[src/rtl/spi_burst_pkg.sv]
package spi_burst_pkg;

    localparam int FRAME_W     = 8;
    localparam int BIT_IDX_W   = $clog2(FRAME_W);
    localparam int HALF_CNT    = 2 * FRAME_W;
    localparam int TICK_W      = $clog2(HALF_CNT) + 1;
    localparam int BURST_CNT_W = 24;
    localparam int CS_LANES    = 4;

    typedef enum logic [2:0] {
        ST_IDLE,
        ST_LEAD,
        ST_LOAD,
        ST_SHIFT,
        ST_BEND,
        ST_TRAIL
    } seq_state_t;

    // mode bits frozen for the length of one burst
    typedef struct packed {
        logic cpha;
        logic lsb_first;
        logic discard;
    } burst_cfg_t;

    // position in the byte of the k-th bit on the wire
    function automatic logic [BIT_IDX_W-1:0] bit_slot(input logic lsb_first,
                                                       input logic [BIT_IDX_W-1:0] k);
        return lsb_first ? k : BIT_IDX_W'(FRAME_W - 1) - k;
    endfunction

    // which wire bit is on mosi after a given number of half-periods
    function automatic logic [BIT_IDX_W-1:0] out_index(input logic cpha,
                                                        input logic [TICK_W-1:0] ticks);
        logic [TICK_W-1:0] t;
        t = cpha ? ((ticks == '0) ? '0 : ticks - 1'b1) : ticks;
        t = t >> 1;
        if (t > TICK_W'(FRAME_W - 1)) t = TICK_W'(FRAME_W - 1);
        return t[BIT_IDX_W-1:0];
    endfunction

endpackage

[src/rtl/spi_clk_gen.sv]
module spi_clk_gen
    import spi_burst_pkg::*;
(
    input  logic              clk,
    input  logic              rst,
    input  logic              run,
    input  logic              tick,
    input  logic              clear,
    input  logic              follow,
    input  logic              idle_level,
    output logic              sclk,
    output logic [TICK_W-1:0] ticks,
    output logic              lead_edge,
    output logic              trail_edge,
    output logic              last_edge
);
    localparam logic [TICK_W-1:0] LAST_HALF = TICK_W'(HALF_CNT - 1);

    logic step;
    assign step       = run && tick;
    assign lead_edge  = step && !ticks[0];
    assign trail_edge = step && ticks[0];
    assign last_edge  = step && (ticks == LAST_HALF);

    always_ff @(posedge clk) begin
        if (rst) begin
            sclk  <= 1'b0;
            ticks <= '0;
        end else begin
            if (follow)     sclk <= idle_level;
            else if (step)  sclk <= ~sclk;

            if (clear)      ticks <= '0;
            else if (step)  ticks <= ticks + 1'b1;
        end
    end
endmodule

[src/rtl/spi_rx_shift.sv]
module spi_rx_shift
    import spi_burst_pkg::*;
(
    input  logic               clk,
    input  logic               rst,
    input  logic               sample,
    input  logic               lsb_first,
    input  logic               din,
    output logic [FRAME_W-1:0] data
);
    always_ff @(posedge clk) begin
        if (rst) begin
            data <= '0;
        end else if (sample) begin
            if (lsb_first) data <= {din, data[FRAME_W-1:1]};
            else           data <= {data[FRAME_W-2:0], din};
        end
    end
endmodule

[src/rtl/spi_cs_drive.sv]
module spi_cs_drive #(
    parameter int CS_NUM = 4
) (
    input  logic [$clog2(CS_NUM)-1:0] sel,
    input  logic                      act_low,
    input  logic                      manual,
    input  logic                      man_level,
    input  logic                      auto_on,
    output logic [CS_NUM-1:0]         cs
);
    localparam int IDX_W = $clog2(CS_NUM);

    logic sel_level;
    assign sel_level = manual ? man_level : (auto_on ? ~act_low : act_low);

    for (genvar i = 0; i < CS_NUM; i++) begin : g_lane
        assign cs[i] = (sel == IDX_W'(i)) ? sel_level : act_low;
    end
endmodule

[src/rtl/spi_burst_engine.sv]
module spi_burst_engine
    import spi_burst_pkg::*;
#(
    parameter int CNT_W  = BURST_CNT_W,
    parameter int CS_NUM = CS_LANES
) (
    input  logic                      clk,
    input  logic                      rst,
    input  logic                      cfg_enable,
    input  logic                      cfg_master,
    input  logic                      cfg_cpol,
    input  logic                      cfg_cpha,
    input  logic                      cfg_lsb_first,
    input  logic                      cfg_discard,
    input  logic                      cfg_cs_low,
    input  logic [$clog2(CS_NUM)-1:0] cfg_cs_sel,
    input  logic                      cfg_cs_manual,
    input  logic                      cfg_cs_level,
    input  logic                      xch_req,
    input  logic [CNT_W-1:0]          burst_cnt,
    input  logic [CNT_W-1:0]          tx_cnt,
    input  logic                      tick,
    input  logic                      txf_empty,
    input  logic [FRAME_W-1:0]        txf_data,
    output logic                      txf_pop,
    output logic                      rxf_push,
    output logic [FRAME_W-1:0]        rxf_data,
    output logic                      sclk,
    output logic                      mosi,
    input  logic                      miso,
    output logic [CS_NUM-1:0]         spi_cs,
    output logic                      busy,
    output logic                      xfer_done
);
    seq_state_t          state;
    burst_cfg_t          cfg;
    logic [CNT_W-1:0]    byte_idx;
    logic [CNT_W-1:0]    burst_r;
    logic [CNT_W-1:0]    txcnt_r;
    logic [FRAME_W-1:0]  tx_byte;
    logic                cs_on;
    logic                done_r;
    logic                hold_off;

    logic [TICK_W-1:0]   ticks;
    logic                lead_edge, trail_edge, last_edge;
    logic                owe_tx;
    logic                start;

    assign owe_tx = byte_idx < txcnt_r;
    assign start  = (state == ST_IDLE) && xch_req && cfg_enable && cfg_master && !hold_off;

    assign txf_pop   = (state == ST_LOAD) && owe_tx && !txf_empty;
    assign rxf_push  = (state == ST_BEND) && !(cfg.discard && owe_tx);
    assign busy      = (state != ST_IDLE);
    assign xfer_done = done_r;
    assign mosi      = tx_byte[bit_slot(cfg.lsb_first, out_index(cfg.cpha, ticks))];

    spi_clk_gen u_clk (
        .clk        (clk),
        .rst        (rst),
        .run        (state == ST_SHIFT),
        .tick       (tick),
        .clear      (state == ST_LOAD),
        .follow     (state == ST_IDLE),
        .idle_level (cfg_cpol),
        .sclk       (sclk),
        .ticks      (ticks),
        .lead_edge  (lead_edge),
        .trail_edge (trail_edge),
        .last_edge  (last_edge)
    );

    spi_rx_shift u_rx (
        .clk       (clk),
        .rst       (rst),
        .sample    (cfg.cpha ? trail_edge : lead_edge),
        .lsb_first (cfg.lsb_first),
        .din       (miso),
        .data      (rxf_data)
    );

    spi_cs_drive #(.CS_NUM(CS_NUM)) u_cs (
        .sel       (cfg_cs_sel),
        .act_low   (cfg_cs_low),
        .manual    (cfg_cs_manual),
        .man_level (cfg_cs_level),
        .auto_on   (cs_on),
        .cs        (spi_cs)
    );

    always_ff @(posedge clk) begin
        if (rst) begin
            state    <= ST_IDLE;
            cfg      <= '0;
            byte_idx <= '0;
            burst_r  <= '0;
            txcnt_r  <= '0;
            tx_byte  <= '0;
            cs_on    <= 1'b0;
            done_r   <= 1'b0;
            hold_off <= 1'b0;
        end else begin
            done_r <= 1'b0;
            if (!xch_req) hold_off <= 1'b0;
            case (state)
                ST_IDLE: begin
                    if (start) begin
                        cfg.cpha      <= cfg_cpha;
                        cfg.lsb_first <= cfg_lsb_first;
                        cfg.discard   <= cfg_discard;
                        burst_r       <= burst_cnt;
                        txcnt_r       <= tx_cnt;
                        byte_idx      <= '0;
                        if (burst_cnt == '0) begin
                            done_r   <= 1'b1;
                            hold_off <= 1'b1;
                        end else begin
                            cs_on <= 1'b1;
                            state <= ST_LEAD;
                        end
                    end
                end
                ST_LEAD: begin
                    if (tick) state <= ST_LOAD;
                end
                ST_LOAD: begin
                    if (!owe_tx) begin
                        tx_byte <= '0;
                        state   <= ST_SHIFT;
                    end else if (!txf_empty) begin
                        tx_byte <= txf_data;
                        state   <= ST_SHIFT;
                    end
                end
                ST_SHIFT: begin
                    if (last_edge) state <= ST_BEND;
                end
                ST_BEND: begin
                    byte_idx <= byte_idx + 1'b1;
                    state    <= (byte_idx + 1'b1 == burst_r) ? ST_TRAIL : ST_LOAD;
                end
                ST_TRAIL: begin
                    if (tick) begin
                        cs_on    <= 1'b0;
                        done_r   <= 1'b1;
                        hold_off <= 1'b1;
                        state    <= ST_IDLE;
                    end
                end
                default: state <= ST_IDLE;
            endcase
        end
    end
endmodule


[config.mk]
export PLATFORM = sky130hd
export DESIGN_NAME = spi_burst_engine
export DESIGN_NICKNAME = d
export VERILOG_FILES = /design/src/rtl/spi_burst_pkg.sv /design/src/rtl/spi_clk_gen.sv /design/src/rtl/spi_rx_shift.sv /design/src/rtl/spi_cs_drive.sv /design/src/rtl/spi_burst_engine.sv
export SDC_FILE = /design/constraint.sdc
export NUM_CORES = 1
export LEC_CHECK = 0
export BUFFER_PORTS_ARGS = -buffer_cell sky130_fd_sc_hd__buf_2
export CAP_MARGIN = 10
export CORE_MARGIN = 4
export CORE_UTILIZATION = 58
export DETAILED_ROUTE_END_ITERATION = 7
export PLACE_DENSITY_LB_ADDON = 0.12
export SLEW_MARGIN = 20
export SYNTH_ARGS = -nofsm -noshare
export SYNTH_HDL_FRONTEND = slang
export SYNTH_HIERARCHICAL = 1
export SYNTH_SLANG_ARGS = --single-unit
[constraint.sdc]
create_clock -name clk -period 3.8 [get_ports clk]
set_clock_uncertainty 0.1 [all_clocks]
set_input_delay 0.19 -clock clk [delete_from_list [all_inputs] [get_ports clk]]
set_output_delay 0.19 -clock clk [all_outputs]
set_load 0.1 [all_outputs]
Yosys cells after proc, flatten, opt, wreduce, memory -nomap -nowiden
Cells that the tools add are included.

cells by class
  mux-type cells = 42
  reductions and logical operators = 30
  bitwise operators = 2
  $lt $le $gt $ge = 3
  $add $sub $neg = 4
  eq/ne operators = 17

operators by type and width
  cell                   count
  $pmux 24 s2            1
  $mux 3                 10
  $add 24x1->24 const B  1
  $eq 24x24->1           1
  $logic_not 24->1       1
  $lt 24x24->1           1
  $mux 24                1
  $mux 8                 3
  $mux 1                 20
  $pmux 3 s6             1
  $logic_and 1x1->1      12
  $ne 2x2->1 const B     6
  $mux 5                 2
  $eq 3x2->1 const B     2
  $eq 3x3->1 const B     2
  $pmux 1 s2             3
  $reduce_and 2->1       3
  $reduce_and 6->1       1
  $reduce_bool 2->1      3
  $add 5x1->5 const B    1
  $eq 5x4->1 const B     1
  $logic_not 5->1        1
  $sub 5x1->5 const B    1
  $eq 2x2->1 const B     2
  14 further kinds       18

storage, ports and cells
  bits in registers = 103
  input port bits = 73
  logic and storage cells = 112

Logic depth before layout (Yosys ltp)
  depth in word-level cells = 9
  mapped depth = 10

By module
Netlist, hierarchy kept.

by module, submodules not included
  module            area an instance (um^2)  times used  cells an instance
  spi_burst_engine  5,285.1                  1           687
  spi_rx_shift      369.1                    1           36
  spi_clk_gen       302.8                    1           32
  spi_cs_drive      83.8                     1           14

Worst setup path before layout
Ideal clock, no wire load.

  path kind = flip-flop to output port
  start = register txcnt_r[5]
  end = output port rxf_push
  cell stages (with the launch flop) = 8
  data required time = 3.510 ns
  path slack = 0.621 ns
  arrival time = 2.889 ns
  cells stage by stage = dfxtp_1 -> inv_1 -> ha_1 -> nand3_1 -> o31a_1 -> o31a_1 -> o21a_1 -> a21oi_1

on the way
  cells in the longest elaborated chain, start to end = 4

ends and longest elaborated chain
  element                 line                     source
  start, declared         spi_burst_engine.sv:39   logic [CNT_W-1:0] txcnt_r;
  start signal, assigned  spi_burst_engine.sv:113  txcnt_r <= tx_cnt;
  $lt 24x24->1            spi_burst_engine.sv:50   assign owe_tx = byte_idx < txcnt_r;
  $logic_and 1x1->1       spi_burst_engine.sv:54   assign rxf_push = (state == ST_BEND) && !(cfg.discard && owe_tx);
  $logic_not 1->1         spi_burst_engine.sv:54
  $logic_and 1x1->1       spi_burst_engine.sv:54
  end, declared           spi_burst_engine.sv:26   output logic rxf_push,

No other way between the ends.

Worst setup path in the final report
  start = register byte_idx[4]
  end = output port txf_pop

on the way
  cells in the longest elaborated chain, start to end = 3

ends and longest elaborated chain
  element                         line                     source
  start, declared                 spi_burst_engine.sv:37   logic [CNT_W-1:0] byte_idx;
  start signal, assigned          spi_burst_engine.sv:140  byte_idx <= byte_idx + 1'b1;
  $lt 24x24->1                    spi_burst_engine.sv:50
  $logic_and 1x1->1 (2 in a row)  spi_burst_engine.sv:53   assign txf_pop = (state == ST_LOAD) && owe_tx && !txf_empty;
  end, declared                   spi_burst_engine.sv:25   output logic txf_pop,

No other way between the ends.

==> results.json <==
{
  "worstRegToRegCells": 8,
  "crit_required_ps": 3510,
  "critPathBufInv": 1,
  "cts_buffer_depth": 2,
  "min_path_type": "primary input to flip-flop",
  "drv_slew": 0,
  "die_h_um": 110,
  "p_total_mw": 2.81,
  "relSlewSlack_pct": 36.1,
  "vias_per_cell": 5.93,
  "cts_tree": "yes",
  "cp_common_cell": "o31a_1",
  "syn_inst": 769,
  "crit_cells": 8,
  "max_stage_delay_ps": 620,
  "grt_pass1_wl_mm": 26.9,
  "synthTopCellsByArea": "dfxtp_1, nand2_1, a21oi_1",
  "synth_seq_area_share_pct": 34.1,
  "portBuffers": 90,
  "h-tree-depth": 3,
  "drt_iter0_drc": 568,
  "yosysTopAreaCell": "dfxtp_1",
  "synth.area.mux_share_pct": 3.17,
  "io_pins": 91,
  "cp.arrival_ps": 3140,
  "clock-sinks": 103,
  "drive_gt1_share_pct": 14.8,
  "critPathTopFamily": "compound AO/OA/AOI/OAI gates",
  "clock_latency_ps": 390,
  "fp.dieArea_mm2": 0.0121,
  "synth_fa_ha_area_share_pct": 5.76,
  "synth-compound-area-share_pct": 21.1,
  "place_congestion": 0.939,
  "power_density_mw_per_mm2": 386,
  "worstReg2RegStart": "byte_idx[4]",
  "vias": 6069,
  "synth_top_family_by_area": "simple AND/OR/NAND/NOR gates",
  "hold_depth": 4,
  "grt_max_degree": 56,
  "async_flop_share_pct": 0,
  "worstSetupPathType": "flip-flop to output pin",
  "syn-num-nets": 869,
  "synth.cell_area_mm2": 0.00604,
  "firstDrtPassIters": 5,
  "crit_path_start_kind": "flip-flop",
  "maxCapViolations": 0,
  "cts_buffers": 9,
  "wl_per_cell_um": 16.3,
  "antenna_found_initial": 0,
  "worstSetupEndpointType": "output pin",
  "cp-startpoint": "byte_idx[4]",
  "synth_flop_cell": "dfxtp_1",
  "placed_area_mm2": 0.00648,
  "layout.nets": 985,
  "cts_resized": 0,
  "synth_edf_count": 0,
  "synth-xor-area-share_pct": 4.35,
  "worstPathMaxFanout": 13,
  "syn2layout_area_growth_pct": 20.5,
  "hold_start": "cfg_cpol",
  "grt_pass1_vias": 5596,
  "outcome": "finished, final reports clean",
  "diodes": 0,
  "synth-simple-area-share_pct": 25.5,
  "peakVddDrop_v": 0.000316,
  "synth_cell_types": 71,
  "initial_core_util_pct": 60.7,
  "antenna_left": 0,
  "worst_pin_slew_ps": 955,
  "grt_overflow": 0,
  "design_area_mm2": 0.00728,
  "clkTransAtPathRegs_ps": 100,
  "cp_cell_sequence": "ha_1, and4_1, a2111oi_0, o31a_1, o31a_1, o21a_1, and3b_1, buf_2",
  "post-dp-hpwl_mm": 11.3,
  "hold_ws_ps": 64.3,
  "synth.top_cells.by_count": "nand2_1, dfxtp_1, a21oi_1",
  "ys_seq_elements": 103,
  "cts_root_buf": "clkbuf_8",
  "fmaxAchievable_ghz": 0.292,
  "critical-path-slowest-cell": "dfxtp_1",
  "core_area_mm2": 0.00995,
  "rows": 36,
  "drc": 0,
  "fin_crit_ps": 3430,
  "grtUsageTotal_pct": 28.2,
  "post_cts_buffers": 0,
  "leakagePower_nw": 2.73,
  "tns_ps": 0,
  "wl_mm": 16.7,
  "yosysWarnings": 6,
  "syn_avg_cell_area_um2": 7.86,
  "yosysMostFrequentCell": "nand2_1",
  "layout.cells.non_filler": 1023,
  "grt_setup_unrepaired": "false",
  "hold_viol_final": 0,
  "die_w_um": 110,
  "post-route-period-util_pct": 90.2,
  "placed_cells": 947,
  "finalSetupViolCount": 0,
  "synth_top_area_share_pct": 34.1
}
-- flip-flops by register name, indices dropped and copies added, names as in the netlist --
name and count:
u_rx/data 8, hold_off 1, txcnt_r 24, byte_idx 24
u_clk/sclk 1, cfg 3, state 3, u_clk/ticks 5
tx_byte 8, xfer_done 1, burst_r 24, cs_on 1
-- cell families (layout without fill, tap and decap cells) --
group / after synthesis / in the layout
muxes: 16 / 16
DFF: 103 / 103
xor gates and xnor gates: 30 / 30
adders and majority gates: 28 / 28
buffers and inverters: 86 / 207
AOI/OAI and AO/OA: 203 / 203
and+or+nand+nor: 303 / 303
-- what timing repair did --
action                                  in CTS  in global routing
hold buffers                                60                  0
hold endpoints to repair                    60                  0
endpoints found under the setup margin       0                  0
-- worst min-delay path: cells and delay by family --
family | cells | cell delay [ps]
AO/OA/AOI/OAI | 2 | 170
buffers and inverters | 2 | 140
-- power breakdown --
part	switching, mW	internal, mW
combinational	0.577	0.295
clock	0.399	0.313
sequential	0.0768	1.15
total	1.05	1.76
-- placed cells by master, fill, tap and decap left out, types with 4 or more instances in the layout --
master and count:
xnor2_1 25, and3_1 8, nor4_1 15, nand3_1 17
buf_2 90, nand2_1 138, dfxtp_1 103, and4_1 9
a21o_1 7, mux2i_1 11, nand4_1 15, ha_1 27
dlygate4sd3_1 60, or4_1 6, a22o_1 8, a31oi_1 7
o21a_1 4, buf_4 6, nor3_1 10, o22ai_1 4
a311oi_1 7, o21ai_0 25, inv_6 4, nand2b_1 4
inv_1 35, clkbuf_8 9, nor2_1 39, xor2_1 5
and2_1 4, o21ai_1 4, nand3b_1 4, a211oi_1 12
or3_1 11, a21oi_1 98
-- stage by stage --
stage	setup slack [ps]	utilization, %
final	372	73.1
after floorplan	621	-
after CTS	344	73.1
after global placement	920	65.1
after global routing	205	73.1
after detailed placement	776	65.1
-- final timing paths --
| check | endpoint | slack [ps] |
|---|---|---|
| worst max-delay path | txf_pop | 370 |
| worst min-delay path | u_clk/sclk | 60 |
| worst max register to register | tx_byte[7] | 700 |
| worst min register to register | txcnt_r[10] | 360 |
-- routing by layer --
layer  vias to the layer above  global-route usage, %  routed length, um
li1                       2997                      -                  -
met1                      2784                   39.3               7750
met2                       257                   43.0               7320
met3                        31                   6.00               1260
met4                         0                   9.97                344
met5                         -                      0                  0
-- layout make-up --
class | count | area, um2
Clock buffer | 9 | 124
Timing Repair Buffer | 156 | 1100
Clock inverter | 7 | 77.6
Fill cell | 756 | 2680
Sequential cell | 103 | 2060
Multi-Input combinational cell | 580 | 3620
Tap cell | 133 | 166
Inverter | 35 | 131
(Power assumes the default switching activity.)
